**src/rtl/fp_exc_pkg.sv**
```systemverilog
package fp_exc_pkg;

  typedef enum logic [1:0] {
    NC_NUMBER = 2'b00,
    NC_QUIET  = 2'b01,
    NC_SIGNAL = 2'b10
  } nan_class_e;

  localparam int N_OPS = 2;

endpackage

```
**src/rtl/fp_nan_classify.sv**
```systemverilog
module fp_nan_classify
  import fp_exc_pkg::*;
#(
  parameter int WORD_W = 32,
  parameter int NAN_LO = 19,
  parameter int NAN_HI = 30
) (
  input  logic [WORD_W-1:0] word_i,
  output nan_class_e        class_o
);

  localparam int FIELD_W = NAN_HI - NAN_LO + 1;

  logic [FIELD_W-1:0] exp_field;
  logic               is_nan;
  logic               unused_word;

  assign exp_field   = word_i[NAN_HI:NAN_LO];
  assign is_nan      = &exp_field;
  assign unused_word = ^word_i;

  always_comb begin
    if (!is_nan)        class_o = NC_NUMBER;
    else if (word_i[0]) class_o = NC_SIGNAL;
    else                class_o = NC_QUIET;
  end

endmodule

```
**src/rtl/fp_ctl_reg.sv**
```systemverilog
module fp_ctl_reg #(
  parameter int WORD_W = 32,
  parameter int RM_W   = 2,
  parameter int RM_LSB = 13,
  parameter int EXC_W  = 5,
  parameter int TE_LSB = 8
) (
  input  logic              clk,
  input  logic              rst,
  input  logic              we_i,
  input  logic [WORD_W-1:0] wdata_i,
  output logic [RM_W-1:0]   rm_o,
  output logic [EXC_W-1:0]  te_o,
  output logic [WORD_W-1:0] rdata_o
);

  logic unused_wdata;
  assign unused_wdata = ^wdata_i;

  always_ff @(posedge clk) begin
    if (rst) begin
      rm_o <= '0;
      te_o <= '0;
    end else if (we_i) begin
      rm_o <= wdata_i[RM_LSB +: RM_W];
      te_o <= wdata_i[TE_LSB +: EXC_W];
    end
  end

  always_comb begin
    rdata_o = '0;
    rdata_o[RM_LSB +: RM_W]  = rm_o;
    rdata_o[TE_LSB +: EXC_W] = te_o;
  end

endmodule

```
**src/rtl/fp_exc_status.sv**
```systemverilog
module fp_exc_status #(
  parameter int WORD_W  = 32,
  parameter int EXC_W   = 5,
  parameter int ACT_LSB = 8,
  parameter int ACC_LSB = 0
) (
  input  logic              clk,
  input  logic              rst,
  input  logic              sw_we_i,
  input  logic [WORD_W-1:0] sw_wdata_i,
  input  logic              upd_i,
  input  logic [EXC_W-1:0]  upd_vec_i,
  output logic [EXC_W-1:0]  act_o,
  output logic [EXC_W-1:0]  acc_o,
  output logic [WORD_W-1:0] rdata_o
);

  logic unused_wdata;
  assign unused_wdata = ^sw_wdata_i;

  // Strobe update has priority over a software write in the same cycle.
  always_ff @(posedge clk) begin
    if (rst) begin
      act_o <= '0;
      acc_o <= '0;
    end else if (upd_i) begin
      act_o <= upd_vec_i;
      acc_o <= acc_o | upd_vec_i;
    end else if (sw_we_i) begin
      act_o <= sw_wdata_i[ACT_LSB +: EXC_W];
      acc_o <= sw_wdata_i[ACC_LSB +: EXC_W];
    end
  end

  always_comb begin
    rdata_o = '0;
    rdata_o[ACT_LSB +: EXC_W] = act_o;
    rdata_o[ACC_LSB +: EXC_W] = acc_o;
  end

endmodule

```
**src/rtl/fp_trap_gen.sv**
```systemverilog
module fp_trap_gen #(
  parameter int EXC_W = 5
) (
  input  logic             clk,
  input  logic             rst,
  input  logic             upd_i,
  input  logic             is_cmp_i,
  input  logic [EXC_W-1:0] vec_i,
  input  logic [EXC_W-1:0] te_i,
  output logic             trap_o,
  output logic             flag_we_o
);

  logic [EXC_W-1:0] hit;
  assign hit = vec_i & te_i;

  always_ff @(posedge clk) begin
    if (rst) begin
      trap_o    <= 1'b0;
      flag_we_o <= 1'b0;
    end else begin
      trap_o    <= upd_i && (|hit);
      flag_we_o <= upd_i && is_cmp_i;
    end
  end

endmodule

```
**src/rtl/fp_exc_ctrl.sv**
```systemverilog
module fp_exc_ctrl
  import fp_exc_pkg::*;
#(
  parameter int WORD_W  = 32,
  parameter int EXC_W   = 5,
  parameter int RM_W    = 2,
  parameter int RM_LSB  = 13,
  parameter int TE_LSB  = 8,
  parameter int ACT_LSB = 8,
  parameter int ACC_LSB = 0,
  parameter int NAN_LO  = 19,
  parameter int NAN_HI  = 30
) (
  input  logic              clk,
  input  logic              rst,
  input  logic              ctl_we,
  input  logic [WORD_W-1:0] ctl_wdata,
  output logic [WORD_W-1:0] ctl_rdata,
  output logic [RM_W-1:0]   rnd_mode,
  input  logic              exc_we,
  input  logic [WORD_W-1:0] exc_wdata,
  output logic [WORD_W-1:0] exc_rdata,
  input  logic              op_done,
  input  logic [EXC_W-1:0]  op_exc,
  input  logic [WORD_W-1:0] op_a_hi,
  input  logic [WORD_W-1:0] op_b_hi,
  input  logic              op_cmp,
  output logic [1:0]        a_class,
  output logic [1:0]        b_class,
  output logic              trap_req,
  output logic              flag_we
);

  localparam int INV_BIT = EXC_W - 1;

  logic [EXC_W-1:0]  trap_en;
  logic [EXC_W-1:0]  act_flags;
  logic [EXC_W-1:0]  acc_flags;
  logic [EXC_W-1:0]  eff_vec;
  logic [WORD_W-1:0] opw      [N_OPS];
  nan_class_e        op_cls   [N_OPS];
  logic [N_OPS-1:0]  op_snan;
  logic [1:0]        cls_q    [N_OPS];
  logic              unused_flags;

  assign opw[0] = op_a_hi;
  assign opw[1] = op_b_hi;

  fp_ctl_reg #(
    .WORD_W(WORD_W), .RM_W(RM_W), .RM_LSB(RM_LSB),
    .EXC_W(EXC_W), .TE_LSB(TE_LSB)
  ) u_ctl (
    .clk(clk), .rst(rst), .we_i(ctl_we), .wdata_i(ctl_wdata),
    .rm_o(rnd_mode), .te_o(trap_en), .rdata_o(ctl_rdata)
  );

  for (genvar g = 0; g < N_OPS; g++) begin : g_op
    fp_nan_classify #(
      .WORD_W(WORD_W), .NAN_LO(NAN_LO), .NAN_HI(NAN_HI)
    ) u_cls (
      .word_i(opw[g]), .class_o(op_cls[g])
    );

    assign op_snan[g] = (op_cls[g] == NC_SIGNAL);

    always_ff @(posedge clk) begin
      if (rst)          cls_q[g] <= NC_NUMBER;
      else if (op_done) cls_q[g] <= op_cls[g];
    end
  end

  assign a_class = cls_q[0];
  assign b_class = cls_q[1];

  always_comb begin
    eff_vec = op_exc;
    if (|op_snan) eff_vec[INV_BIT] = 1'b1;
  end

  fp_exc_status #(
    .WORD_W(WORD_W), .EXC_W(EXC_W), .ACT_LSB(ACT_LSB), .ACC_LSB(ACC_LSB)
  ) u_status (
    .clk(clk), .rst(rst), .sw_we_i(exc_we), .sw_wdata_i(exc_wdata),
    .upd_i(op_done), .upd_vec_i(eff_vec),
    .act_o(act_flags), .acc_o(acc_flags), .rdata_o(exc_rdata)
  );

  assign unused_flags = ^{act_flags, acc_flags};

  fp_trap_gen #(
    .EXC_W(EXC_W)
  ) u_trap (
    .clk(clk), .rst(rst), .upd_i(op_done), .is_cmp_i(op_cmp),
    .vec_i(eff_vec), .te_i(trap_en),
    .trap_o(trap_req), .flag_we_o(flag_we)
  );

endmodule

```
**config.mk**
```make
export PLATFORM = sky130hd
export DESIGN_NAME = fp_exc_ctrl
export DESIGN_NICKNAME = d
export VERILOG_FILES = /design/src/rtl/fp_exc_pkg.sv /design/src/rtl/fp_nan_classify.sv /design/src/rtl/fp_ctl_reg.sv /design/src/rtl/fp_exc_status.sv /design/src/rtl/fp_trap_gen.sv /design/src/rtl/fp_exc_ctrl.sv
export SDC_FILE = /design/constraint.sdc
export NUM_CORES = 1
export LEC_CHECK = 0
export BUFFER_PORTS_ARGS = -buffer_cell sky130_fd_sc_hd__buf_4
export CELL_PAD_IN_SITES_DETAIL_PLACEMENT = 0
export CELL_PAD_IN_SITES_GLOBAL_PLACEMENT = 2
export CORE_UTILIZATION = 13
export CTS_CLUSTER_DIAMETER = 150
export DETAILED_ROUTE_END_ITERATION = 8
export PLACE_DENSITY_LB_ADDON = 0.1
export SLEW_MARGIN = 30
export SYNTH_ARGS = -nofsm -noshare
export SYNTH_HDL_FRONTEND = slang
export SYNTH_SLANG_ARGS = --single-unit
```
**constraint.sdc**
```tcl
create_clock -name clk -period 1.2 [get_ports clk]
set_clock_uncertainty 0.05 [all_clocks]
set_input_delay 0.12 -clock clk [delete_from_list [all_inputs] [get_ports clk]]
set_output_delay 0.12 -clock clk [all_outputs]
set_load 0.03 [all_outputs]
```
==> results_dict.tcl <==
set metrics [dict create \
    status "finished, final reports clean" \
    synth_fa_ha_area_frac 0 \
    row_count 37 \
    vdd_drop_max_mv 0.386 \
    clock_path_buffers 2 \
    ys_types 30 \
    synth_top_area_share 0.267 \
    synth-seq-cells 23 \
    synth_edf_count 4 \
    dpl-instance-area_mm2 0.00197 \
    min_from "rst" \
    cts_root_buf "clkbuf_8" \
    die_area_mm2 0.0114 \
    synth_xor_area_frac 0 \
    nNetsFinal 372 \
    yosysMostFrequentCell "buf_4" \
    fmax_mhz 988 \
    syn_avg_cell_area_um2 9.24 \
    syn_area_mm2 0.00142 \
    min_path_type "in2reg" \
    finalMaxSlewViolations 0 \
    clock_sinks 23 \
    yosys.area.top_type "dfxtp_1" \
    vias_per_cell 3.21 \
    setup_tns_ps 0 \
    synth_area_leaders "dfxtp_1 (27%), buf_4 (26%), edfxtp_1 (8.4%)" \
    power.density_mw_per_mm2 1020 \
    fin_area_mm2 0.00203 \
    postSynth.asyncResetShare 0 \
    syn2layout_area_growth_pct 42.4 \
    ys_seq_area_frac 0.352 \
    fp.dieH_um 107 \
    htreeDepth 1 \
    critical_path_peak_fanout 3 \
    muxShareOfSynthArea 0.0888 \
    io_buffers 78 \
    final_hold_viol_count 0 \
    power.total_uw 2080 \
    die_w_um 107 \
    ant_nets 0 \
    synth_flop_cell "dfxtp_1" \
    cts_tree "yes" \
    overflow 0 \
    clkSlewWorstSetupHoldPaths_ps 100 \
    grt_max_degree 14 \
    arrival_ps 1120 \
    postSynthCellCount 154 \
    grt_pass1_wl_um 6230 \
    finalWirelength_um 4380 \
    antenna_found_initial 0 \
    synth_top_family_by_area "buffers and inverters" \
    setup_viol 0 \
    first_pass_iters 4 \
    cp-start-kind "flop" \
    start_util 0.136 \
    clk_latency_ps 270 \
    rsz0062_at_grt "false" \
    synth_simple_gate_area_frac 0.164 \
    dr_total_vias 1183 \
    required_ps 1310 \
    ys_warn_count 0 \
    grt_use_total 0.0736 \
    gp_congestion 0.657 \
    fin_crit_ps 1010 \
    r2r-start "u_ctl.te_o[1]" \
    core-area_mm2 0.0105 \
    io_pins 211 \
    drc 0 \
    antenna_cells 0 \
    fin_crit_sh 0.843 \
    p_leak_uw 0.00101 \
    crit_type "reg2reg" \
    synth_compound_area_frac 0.104 \
    drv_cap 0 \
    startpoint "u_ctl.te_o[1]" \
    wl_per_cell_um 11.9 \
    synth_top_cells_by_count "buf_4 (50), dfxtp_1 (19), nor2_1 (13), mux2i_1 (7), and4_1 (6)" \
    drive_above_1_share 0.401 \
    grt_pass1_vias 1091 \
    dp_hpwl_um 3550 \
    drtIter0Drc 29 \
    end_kind "flop" \
    cts_buffers 3 \
]
==> timing repair <==
item | 4_1_cts | 5_1_grt
hold buffers | 1 | 0
setup buffers | 0 | 0
hold endpoints to repair | 1 | 0
resized for setup | 0 | 0
==> placed cells by master (no fill, tap or decap), types with 2 or more instances in the layout <==
master	instances
nor2b_1	2
inv_1	4
or2_2	2
dfxtp_1	19
nand4_1	3
and4_1	6
nor2_1	13
edfxtp_1	4
nand2_1	3
nand2b_1	5
and2_1	2
a31oi_1	2
nor3_1	2
clkbuf_8	3
conb_1	47
mux2_2	5
buf_4	80
o21ai_0	5
a21oi_1	4
o211a_1	4
mux2i_1	7
==> layout make-up <==
type                            count  area [µm²]
Fill cell                        1209        8440
Multi-Input combinational cell    120         683
Timing Repair Buffer               81         611
Sequential cell                    23         500
Tap cell                          136         170
Clock buffer                        3        41.3
Inverter                            4        15.0
Clock inverter                      1        5.00
==> power breakdown <==
group          internal (µW)  switching (µW)
logic                    248             435
registers                835            29.6
clock network            233             296
==> registers in the layout (all words and copies together), names as in the netlist <==
| name | cells |
|---|---|
| cls_q | 4 |
| u_ctl.rm_o | 2 |
| u_ctl.te_o | 5 |
| u_status.acc_o | 5 |
| u_status.act_o | 5 |
| u_trap.flag_we_o | 1 |
| u_trap.trap_o | 1 |
==> path summary, 6_finish.rpt <==
| check | endpoint | slack, ps | cells past startpoint |
|---|---|---|---|
| min | u_status.act_o[4] | 20 | 2 |
| max reg2reg | u_trap.trap_o | 190 | 3 |
| min reg2reg | u_status.acc_o[0] | 450 | 2 |
| max | u_trap.trap_o | 190 | 3 |
==> per-layer routing <==
| layer | track usage | wire (µm) | up-vias |
|---|---|---|---|
| li1 | - | - | 590 |
| met1 | 0.0983 | 2030 | 518 |
| met2 | 0.114 | 1940 | 73 |
| met3 | 0.0261 | 390 | 2 |
| met4 | 0.0147 | 24 | 0 |
| met5 | 0 | 0 | - |
==> critical path, stage by stage, from the launching register on <==
cell	delay [ps]
dfxtp_1	350
a22oi_1	220
and3_1	190
a31oi_1	90
==> metrics by stage <==
step,util,instances,setup WS (ps),hold WS (ps)
floorplan,-,200,98.7,192
global placement,0.188,363,70.9,279
detailed placement,0.188,363,85.1,282
CTS,0.194,368,155,15.7
global route,0.194,368,66.8,27.6
finish,0.194,368,188,23.7
==> cell families after synthesis <==
group                  count (synthesis)
buffers and inverters                 57
AO/OA/AOI/OAI                         20
multiplexers                          12
flip-flops                            23
AND/OR/NAND/NOR                       41
other                                  1
Power figures use the tool's default switching activity.
